--- src/rtl/hdrcls_pkg.sv ---
// Shared types for the configuration stream header classifier.
// Assumes nothing beyond IEEE 1800-2017 enum and struct support.
package hdrcls_pkg;

    typedef enum logic [1:0] {
        SEC_INVALID = 2'd0,
        SEC_PLAIN   = 2'd1,
        SEC_CIPHER  = 2'd2
    } sec_e;

    typedef enum logic [1:0] {
        SECT_UNKNOWN = 2'd0,
        SECT_PERIPH  = 2'd1,
        SECT_CORE    = 2'd2
    } sect_e;

    typedef enum logic [1:0] {
        RATIO_X1 = 2'd0,
        RATIO_X2 = 2'd1,
        RATIO_X4 = 2'd2,
        RATIO_X8 = 2'd3
    } ratio_e;

    typedef enum logic [1:0] {
        PH_IDLE = 2'd0,
        PH_RUN  = 2'd1,
        PH_END  = 2'd2
    } phase_e;

    // Identifier hits of one halfword.
    typedef struct packed {
        logic core;
        logic periph;
        logic cipher;
        logic plain;
    } hw_hits_t;

endpackage

--- src/rtl/hdrcls_word_track.sv ---
// Word position tracker.
// Counts accepted words of the stream armed by start. It flags the word at
// LAST_IDX and a word_last that arrives earlier. Assumes LAST_IDX fits in CNT_W.
module hdrcls_word_track
    import hdrcls_pkg::*;
#(
    parameter int LAST_IDX = 229,
    parameter int CNT_W    = 8
) (
    input  logic             clk,
    input  logic             rst_n,
    input  logic             start,
    input  logic             word_valid,
    input  logic             word_last,
    output logic             accept,
    output logic [CNT_W-1:0] idx,
    output logic             hit_final,
    output logic             short_end
);

    phase_e phase_q;
    logic   at_final;

    // Acceptance and end-of-header detection.
    always_comb begin
        accept    = (phase_q == PH_RUN) && word_valid && !start;
        at_final  = (idx == CNT_W'(LAST_IDX));
        hit_final = accept && at_final;
        short_end = accept && word_last && !at_final;
    end

    // Phase and word index registers.
    always_ff @(posedge clk) begin
        if (!rst_n) begin
            phase_q <= PH_IDLE;
            idx     <= '0;
        end else if (start) begin
            phase_q <= PH_RUN;
            idx     <= '0;
        end else if (accept) begin
            if (at_final || word_last) begin
                phase_q <= PH_END;
            end else begin
                idx <= idx + 1'b1;
            end
        end
    end

endmodule

--- src/rtl/hdrcls_id_cmp.sv ---
// Identifier comparator.
// Compares every halfword of one word against the four identifier values.
// Assumes WORD_W is a whole multiple of HW_W.
module hdrcls_id_cmp
    import hdrcls_pkg::*;
#(
    parameter int              WORD_W    = 32,
    parameter int              HW_W      = 16,
    parameter logic [HW_W-1:0] ID_PLAIN  = 16'h6A8D,
    parameter logic [HW_W-1:0] ID_CIPHER = 16'h6A65,
    parameter logic [HW_W-1:0] ID_PERIPH = 16'h3C51,
    parameter logic [HW_W-1:0] ID_CORE   = 16'h3C52,
    localparam int             N_HW      = WORD_W / HW_W
) (
    input  logic [WORD_W-1:0]        word,
    output hw_hits_t [N_HW-1:0]      hits
);

    for (genvar g = 0; g < N_HW; g++) begin : g_hw
        logic [HW_W-1:0] hw;
        // Slice one halfword and compare it.
        always_comb begin
            hw               = word[g*HW_W +: HW_W];
            hits[g].plain    = (hw == ID_PLAIN);
            hits[g].cipher   = (hw == ID_CIPHER);
            hits[g].periph   = (hw == ID_PERIPH);
            hits[g].core     = (hw == ID_CORE);
        end
    end

endmodule

--- src/rtl/hdrcls_resolve.sv ---
// Identifier priority resolver.
// Walks scan bases 0..SCAN_POS-1. For each base it tries the base halfword
// and then the next one for a security identifier, plain before encrypted.
// The first hit fixes the security type, and the section is then searched
// one and two halfwords above that base. Assumes hits covers SCAN_POS+2
// halfwords.
module hdrcls_resolve
    import hdrcls_pkg::*;
#(
    parameter int  SCAN_POS = 2,
    localparam int N_HW     = SCAN_POS + 2
) (
    input  hw_hits_t [N_HW-1:0] hits,
    output sec_e                sec,
    output sect_e               sect
);

    logic found;

    // Priority walk over scan bases.
    always_comb begin
        sec   = SEC_INVALID;
        sect  = SECT_UNKNOWN;
        found = 1'b0;
        for (int i = 0; i < SCAN_POS; i++) begin
            if (!found) begin
                if (hits[i].plain) begin
                    sec = SEC_PLAIN;  found = 1'b1;
                end else if (hits[i].cipher) begin
                    sec = SEC_CIPHER; found = 1'b1;
                end else if (hits[i+1].plain) begin
                    sec = SEC_PLAIN;  found = 1'b1;
                end else if (hits[i+1].cipher) begin
                    sec = SEC_CIPHER; found = 1'b1;
                end
                if (found) begin
                    if (hits[i+1].periph)      sect = SECT_PERIPH;
                    else if (hits[i+1].core)   sect = SECT_CORE;
                    else if (hits[i+2].periph) sect = SECT_PERIPH;
                    else if (hits[i+2].core)   sect = SECT_CORE;
                    else                       sect = SECT_UNKNOWN;
                end
            end
        end
    end

endmodule

--- src/rtl/hdrcls_ratio_sel.sv ---
// Clock-to-data ratio selector.
// Maps the encryption and compression flags and the port width to a ratio
// code. A wide port moves every ratio above x1 up one code.
module hdrcls_ratio_sel
    import hdrcls_pkg::*;
(
    input  logic   enc,
    input  logic   cmp,
    input  logic   wide,
    output ratio_e ratio
);

    logic [1:0] base;

    // Table lookup of the ratio code.
    always_comb begin
        base = cmp ? 2'(RATIO_X4) : 2'(RATIO_X2);
        if (!enc && !cmp) begin
            ratio = RATIO_X1;
        end else begin
            ratio = ratio_e'(base + {1'b0, wide});
        end
    end

endmodule

--- src/rtl/hdr_classifier.sv ---
// Configuration stream header classifier (top).
// Observes a word stream after a start pulse. It records identifier hits of
// word 0 and resolves the image type when word 1 arrives. It takes the
// encryption field from word ENC_IDX and the compression bit from word
// CMP_IDX, and publishes the ratio one cycle after word CMP_IDX. Assumes
// the header identifiers span the first two words (four 16-bit halfwords)
// and that ENC_IDX lies below CMP_IDX.
module hdr_classifier
    import hdrcls_pkg::*;
#(
    parameter int        ENC_IDX   = 69,
    parameter int        CMP_IDX   = 229,
    parameter int        ENC_LSB   = 2,
    parameter int        ENC_MSB   = 3,
    parameter int        CMP_BIT   = 1,
    parameter logic [15:0] ID_PLAIN  = 16'h6A8D,
    parameter logic [15:0] ID_CIPHER = 16'h6A65,
    parameter logic [15:0] ID_PERIPH = 16'h3C51,
    parameter logic [15:0] ID_CORE   = 16'h3C52
) (
    input  logic        clk,
    input  logic        rst_n,
    input  logic        start,
    input  logic        word_valid,
    input  logic [31:0] word_data,
    input  logic        word_last,
    input  logic        cfg_wide,
    output logic        done,
    output logic        len_err,
    output logic        ratio_valid,
    output logic [1:0]  ratio_code,
    output logic        encrypted,
    output logic        compressed,
    output logic [1:0]  sec_type,
    output logic [1:0]  sect_type
);

    localparam int WORD_W      = 32;
    localparam int HW_W        = 16;
    localparam int HW_PER_WORD = WORD_W / HW_W;
    localparam int SCAN_POS    = 2;
    localparam int HDR_HW      = SCAN_POS + 2;
    localparam int MIN_WORDS   = CMP_IDX + 1;
    localparam int CNT_W       = $clog2(MIN_WORDS + 1);

    logic                        accept;
    logic [CNT_W-1:0]            idx;
    logic                        hit_final;
    logic                        short_end;
    hw_hits_t [HW_PER_WORD-1:0]  hits_now;
    hw_hits_t [HW_PER_WORD-1:0]  hits_w0_q;
    hw_hits_t [HDR_HW-1:0]       hits_all;
    sec_e                        sec_res;
    sect_e                       sect_res;
    ratio_e                      ratio_res;
    logic                        cmp_now;
    logic                        clr;

    sec_e   sec_q;
    sect_e  sect_q;
    ratio_e ratio_q;
    logic   enc_q, cmp_q, done_q, valid_q, err_q;

    hdrcls_word_track #(
        .LAST_IDX (CMP_IDX),
        .CNT_W    (CNT_W)
    ) u_track (
        .clk        (clk),
        .rst_n      (rst_n),
        .start      (start),
        .word_valid (word_valid),
        .word_last  (word_last),
        .accept     (accept),
        .idx        (idx),
        .hit_final  (hit_final),
        .short_end  (short_end)
    );

    hdrcls_id_cmp #(
        .WORD_W    (WORD_W),
        .HW_W      (HW_W),
        .ID_PLAIN  (ID_PLAIN),
        .ID_CIPHER (ID_CIPHER),
        .ID_PERIPH (ID_PERIPH),
        .ID_CORE   (ID_CORE)
    ) u_cmp (
        .word (word_data),
        .hits (hits_now)
    );

    // Word 0 hits held below the live word 1 hits.
    assign hits_all = {hits_now, hits_w0_q};

    hdrcls_resolve #(
        .SCAN_POS (SCAN_POS)
    ) u_resolve (
        .hits (hits_all),
        .sec  (sec_res),
        .sect (sect_res)
    );

    // Compression bit has inverted polarity.
    assign cmp_now = ~word_data[CMP_BIT];

    hdrcls_ratio_sel u_ratio (
        .enc   (enc_q),
        .cmp   (cmp_now),
        .wide  (cfg_wide),
        .ratio (ratio_res)
    );

    assign clr = !rst_n || start;

    // Header hit capture and type resolution.
    always_ff @(posedge clk) begin
        if (clr) begin
            hits_w0_q <= '0;
            sec_q     <= SEC_INVALID;
            sect_q    <= SECT_UNKNOWN;
        end else if (accept) begin
            if (idx == CNT_W'(0)) begin
                hits_w0_q <= hits_now;
            end
            if (idx == CNT_W'(1)) begin
                sec_q  <= sec_res;
                sect_q <= sect_res;
            end
        end
    end

    // Flag capture, ratio publication and end-of-stream status.
    always_ff @(posedge clk) begin
        if (clr) begin
            enc_q   <= 1'b0;
            cmp_q   <= 1'b0;
            ratio_q <= RATIO_X1;
            valid_q <= 1'b0;
            done_q  <= 1'b0;
            err_q   <= 1'b0;
        end else begin
            done_q <= hit_final;
            if (accept && idx == CNT_W'(ENC_IDX)) begin
                enc_q <= |word_data[ENC_MSB:ENC_LSB];
            end
            if (hit_final) begin
                cmp_q   <= cmp_now;
                ratio_q <= ratio_res;
                valid_q <= 1'b1;
            end
            if (short_end) begin
                err_q <= 1'b1;
            end
        end
    end

    assign done        = done_q;
    assign len_err     = err_q;
    assign ratio_valid = valid_q;
    assign ratio_code  = ratio_q;
    assign encrypted   = enc_q;
    assign compressed  = cmp_q;
    assign sec_type    = sec_q;
    assign sect_type   = sect_q;

endmodule

--- config.mk ---
export PLATFORM = sky130hd
export DESIGN_NAME = hdr_classifier
export DESIGN_NICKNAME = d
export VERILOG_FILES = /design/src/rtl/hdrcls_pkg.sv /design/src/rtl/hdrcls_word_track.sv /design/src/rtl/hdrcls_id_cmp.sv /design/src/rtl/hdrcls_resolve.sv /design/src/rtl/hdrcls_ratio_sel.sv /design/src/rtl/hdr_classifier.sv
export SDC_FILE = /design/constraint.sdc
export NUM_CORES = 1
export LEC_CHECK = 0
export BUFFER_PORTS_ARGS = -buffer_cell sky130_fd_sc_hd__buf_2
export CAP_MARGIN = 20
export CORE_UTILIZATION = 46
export CTS_BUF_LIST = sky130_fd_sc_hd__clkbuf_4 sky130_fd_sc_hd__clkbuf_8
export CTS_CLUSTER_SIZE = 14
export DETAILED_ROUTE_END_ITERATION = 16
export PLACE_DENSITY = 0.7
export SLEW_MARGIN = 20
export SYNTH_ARGS = -nofsm -noshare
export SYNTH_HDL_FRONTEND = slang
export SYNTH_HIERARCHICAL = 1
export SYNTH_SLANG_ARGS = --single-unit
export TNS_END_PERCENT = 20
--- constraint.sdc ---
create_clock -name clk -period 2.4 [get_ports clk]
set_input_delay 0.48 -clock clk [delete_from_list [all_inputs] [get_ports clk]]
set_output_delay 0.48 -clock clk [all_outputs]
set_load 0.02 [all_outputs]
## Yosys cells after proc, flatten, opt, wreduce, memory -nomap -nowiden

Index checks and enable logic that the tools add are counted.

| cells by class | value |
|---|---|
| multiplexer cells | 34 |
| bitwise logic cells | 3 |
| add/subtract/negate cells | 2 |
| reductions and logical operators | 23 |
| eq/ne operators | 12 |

Operators with widths:

| cell | number |
|---|---|
| == test 16 x 14 -> 1 bit (second input constant) | 4 |
| == test 16 x 15 -> 1 bit (second input constant) | 4 |
| two-way mux 2 bit | 22 |
| two-way mux 1 bit | 12 |
| AND reduction 2 bit | 5 |
| adder 8 x 1 -> 8 bit (second input constant) | 1 |
| == test 8 x 1 -> 1 bit (second input constant) | 1 |
| == test 8 x 7 -> 1 bit (second input constant) | 1 |
| == test 8 bit (second input constant) | 1 |
| logical NOT 8 bit | 1 |
| logical AND 1 bit | 7 |
| logical NOT 1 bit | 4 |
| nonzero test 2 bit | 2 |
| OR reduction 2 bit | 2 |
| inverter 1 bit | 3 |
| adder 2 x 1 -> 2 bit | 1 |
| == test 2 x 1 -> 1 bit (second input constant) | 1 |
| logical OR 1 bit | 2 |

| word-level totals | value |
|---|---|
| output and inout port bits | 11 |
| register bits after elaboration | 27 |
| input port bits | 38 |
| logic and storage cells | 91 |

## Logic depth before layout (Yosys ltp)

| logic depth | value |
|---|---|
| word-level depth | 9 |
| mapped depth | 8 |
| gate-level depth less buffers | 8 |

## Modules after synthesis

The synthesis kept the hierarchy.

By module, submodules not included:

| module | instances | area each (sq um) | sequential area each (sq um) | cells each |
|---|---|---|---|---|
| hdr_classifier | 1 | 808.3 | 380.4 | 86 |
| hdrcls_word_track | 1 | 510.5 | 200.2 | 56 |
| hdrcls_id_cmp | 1 | 292.8 | 0.0 | 28 |
| hdrcls_resolve | 1 | 125.1 | 0.0 | 18 |
| hdrcls_ratio_sel | 1 | 40.0 | 0.0 | 5 |

## Least setup slack after synthesis

Ideal clock, no wire load.

| timing path | value |
|---|---|
| path kind | register to register |
| from | reg u_track.idx[0] |
| to | reg ratio_q[0], in the netlist ratio_code[0] |
| required time | 2.274 ns |
| clock period less this slack | 1.823 ns |
| cell stages (with the launch flop) | 8 |
| path slack | 0.577 ns |
| setup time | 0.126 ns |
| buffers on the path | 1 |
| data arrival time | 1.697 ns |
| path through | dfxtp_1 ha_1 nand4_1 nor4b_2 and2_1 clkbuf_1 mux2i_1 nor2_1 |

| on the way | value |
|---|---|
| longest elaborated chain between the ends | 2 |

RTL lines:

| element | line | RTL |
|---|---|---|
| start: declaration | hdrcls_word_track.sv:16 | `output logic [CNT_W-1:0] idx,` |
| start signal: assignment | hdrcls_word_track.sv:44 | `idx <= idx + 1'b1;` |
| == test 8 bit | hdrcls_word_track.sv:27 | `at_final = (idx == CNT_W'(LAST_IDX));` |
| logical AND 1 bit | hdrcls_word_track.sv:28 | `hit_final = accept && at_final;` |
| named net hit_final | hdr_classifier.sv:48 | `logic hit_final;` |
| end signal: assignment | hdr_classifier.sv:147 | `ratio_q <= ratio_res;` |
| end: declaration | hdr_classifier.sv:61 | `ratio_e ratio_q;` |

The timed path passes the listed nets, and every way through them passes these cells.
A chain may end at the register's enable or synchronous reset.

## Worst setup path in the final report

| timing path | value |
|---|---|
| from | reg u_track.idx[0] |
| to | reg ratio_q[1], in the netlist ratio_code[1] |

Same word-level chain as after synthesis.

==> out/qor_table.md <==
| Parameter | Reported | Unit |
|:---|:---|:---|
| Status | finished clean | - |
| Drt drc | 0 | - |
| Setup violators final | 0 | - |
| Tmin final | 1.79 | ns |
| Die Ht | 62.8 | um |
| Summed area of non-filler cells in the final layout | 2020 | um2 |
| Post-layout power | 806 | uW |
| GR Util All Layers | 0.186 | - |
| Initial antenna violation count | 0 | - |
| CP Launch Type | register | - |
| Critical path capture point type | register | - |
| Clock transition at the registers of the reported paths | 0.10 | ns |
| First drt pass iteration count | 4 | - |
| Slowest library cell on the worst path | dfxtp_1 | - |
| Placed cell count | 275 | - |
| Total gr overflow | 0 | - |
| Number of failing hold endpoints at the final stage | 0 | - |
| Endpoint, Worst Hold | compressed | - |
| Post-detail-place hpwl | 2840 | um |
| Starting density of the core | 0.494 | - |
| Min-delay worst type | in2reg | - |
| Start point of the worst hold path | word_data[1] | - |
| Number of max-slew violations in the final report | 0 | - |
| Average detailed-routed wire length per instance | 12.7 | um |
| Highest Clock Rate | 559 | MHz |
| Quantity of gates resized following cts | 0 | - |
| Setup Total Neg Slack | 0 | ns |
| Total routed wirelength | 3530 | um |
| List of cells traversed by the critical path | ha_1, nand4_1, nor4b_2, and2_1, mux2i_1, nor2_1 | - |
| Vias in the first global route | 1336 | - |
| PwrDens | 398 | nW/um2 |
| Part of the cycle the worst path needs | 0.745 | - |
| Cell depth of the worst flop-to-flop path | 6 | - |
| Buffers and inverters on the worst path | 0 | - |
| Count of routing violations after the opening detailed-route iteration | 53 | - |
| Relative slew slack | 0.716 | - |
| Type of the worst setup path | reg2reg | - |
| Routability-driven placement congestion ratio | 0.757 | - |
| Final cell count without fillers | 279 | - |
| Standard cell area after detailed placement | 1970 | um2 |
| Cell type group with the largest total delay on the critical path | simple AND/OR/NAND/NOR gates | - |
| Combinational power share | 0.104 | - |
| Clock power share | 0.336 | - |
| Root Buffer | clkbuf_8 | - |
| Clk buf depth | 2 | - |
| CTS H-tree lvls | 1 | - |
| Count of buffers inserted at the top-level ports | 48 | - |
| CTS Sinks | 27 | - |
| Int Power | 615 | uW |
| Psw | 191 | uW |
| Count of antenna-violating nets left after detailed routing | 0 | - |
| Chip Width | 62.8 | um |
| Area added between synthesis and finish | 18.8 | % |
| First-pass GRT wire length | 5980 | um |
| Number of stages on the worst hold path | 2 | - |
| Flop-to-flop setup slack | 0.61 | ns |
| Worst-margin pin slew | 0.423 | ns |
| Gate count after technology mapping | 185 | - |
| Site Rows | 21 | - |
| Clock buffers created by TritonCTS | 3 | - |
| Total number of nets in the final design | 275 | - |
| Pleak | 0.000830 | uW |
| Reg2reg end | ratio_code[1] | - |
| Maximum net fanout on the critical path | 8 | - |
| Largest voltage drop on the vdd net | 335 | uV |
| Mean number of vias per cell | 5.57 | - |
| Maximum cell stage delay along the critical path | 0.46 | ns |
| Number of diodes added for antenna fixing | 0 | - |
| CTS tree | yes | - |
| Share of post-route cells with drive strength above 1 | 0.339 | - |
| Cell Area, Synth | 1700 | um2 |
| Worst Path Required | 2.57 | ns |
| Area enclosed by the die boundary | 3950 | um2 |
| Ys Warns | 6 | - |
| WP data arrival | 1.96 | ns |
| Total number of vias | 1554 | - |
| Largest net degree at the start of global routing | 18 | - |
| Worst-Skew Late Latency | 0.28 | ns |
| Area of the placeable core | 3440 | um2 |
| Worst reg2reg path startpoint | u_track/idx[0] | - |
| Maximum clock skew at final layout | 0.00527 | ns |
| Post-CTS setup repair buffer count | 0 | - |
| Fill cells | 308 | - |
| Top-level I/O count | 49 | - |
| Part of the power in registers | 0.560 | - |
| Average size of a mapped cell | 9.20 | um2 |
| Max capacitance violation total | 0 | - |
| Count of hold-fix buffers inserted at cts | 0 | - |
| Fraction of power spent switching nets | 0.237 | - |
| Net count after synthesis | 226 | - |
| RSZ-0062 raised after global routing | false | - |
[per-layer routing]
layer	GRT usage	share of wire	vias to the layer above
met5	0	0	-
met4	0.0436	0.0068	0
met3	0.0438	0.043	3
met2	0.322	0.48	37
met1	0.231	0.47	734
li1	-	-	780
[layout make-up]
type	instances	area [um2]	area share
flip-flops and latches	27	541	0.267
inverters	7	26.3	0.0130
clock buffers	3	41.3	0.0204
multi-input cells	145	1090	0.540
clock inverters	1	8.76	0.00433
repair buffers	50	255	0.126
well taps	46	57.6	0.0285
[how the worst max path moves through the flow]
| stage | startpoint | endpoint | slack [ns] | cells after the start |
|---|---|---|---|---|
| floorplan | u_track/idx[0] | ratio_code[0] | 0.58 | 7 |
| global placement | start | u_track/idx[7] | 0.35 | 5 |
| detailed placement | start | u_track/idx[7] | 0.34 | 5 |
| CTS | u_track/idx[0] | ratio_code[1] | 0.59 | 6 |
| global route | word_data[1] | sect_type[1] | 0.39 | 8 |
| finish | u_track/idx[0] | ratio_code[1] | 0.61 | 6 |
[placed cells by master (no fill, tap or decap), types with 4 or more instances in the layout]
| cell type | n |
|---|---|
| o31ai_1 | 4 |
| dfxtp_1 | 27 |
| nand2_1 | 22 |
| o21ai_0 | 6 |
| nor2b_1 | 4 |
| nor3b_2 | 8 |
| nor2_1 | 16 |
| mux2i_1 | 9 |
| nand4_1 | 7 |
| buf_2 | 48 |
| and4bb_1 | 5 |
| a21oi_1 | 10 |
| inv_1 | 7 |
[power by group through the flow]
stage | Combinational, uW | Sequential (uW) | Clock, uW
after floorplan | 41.4 | 461 | 0
after global placement | 83.2 | 461 | 0
after detailed placement | 84.4 | 461 | 0
after CTS | 84.8 | 451 | 282
after global routing | 93.5 | 452 | 299
final | 84.0 | 451 | 271
[metrics by stage]
step           setup slack (ns)  hold slack [ns]   util
4_1_cts                   0.595            0.442  0.587
6_report                  0.612            0.447  0.587
2_1_floorplan             0.577            0.433      -
5_1_grt                   0.394            0.449  0.587
3_5_place_dp              0.337            0.460  0.573
3_3_place_gp              0.353            0.445  0.573
[state kept, by name, indices dropped and copies added (netlist names)]
register	cells
sec_type	2
sect_type	2
compressed	1
encrypted	1
u_track/idx	8
hits_all	6
ratio_valid	1
u_track/phase_q	2
done	1
len_err	1
ratio_code	2
No activity file was read; power rests on OpenSTA's default activity.
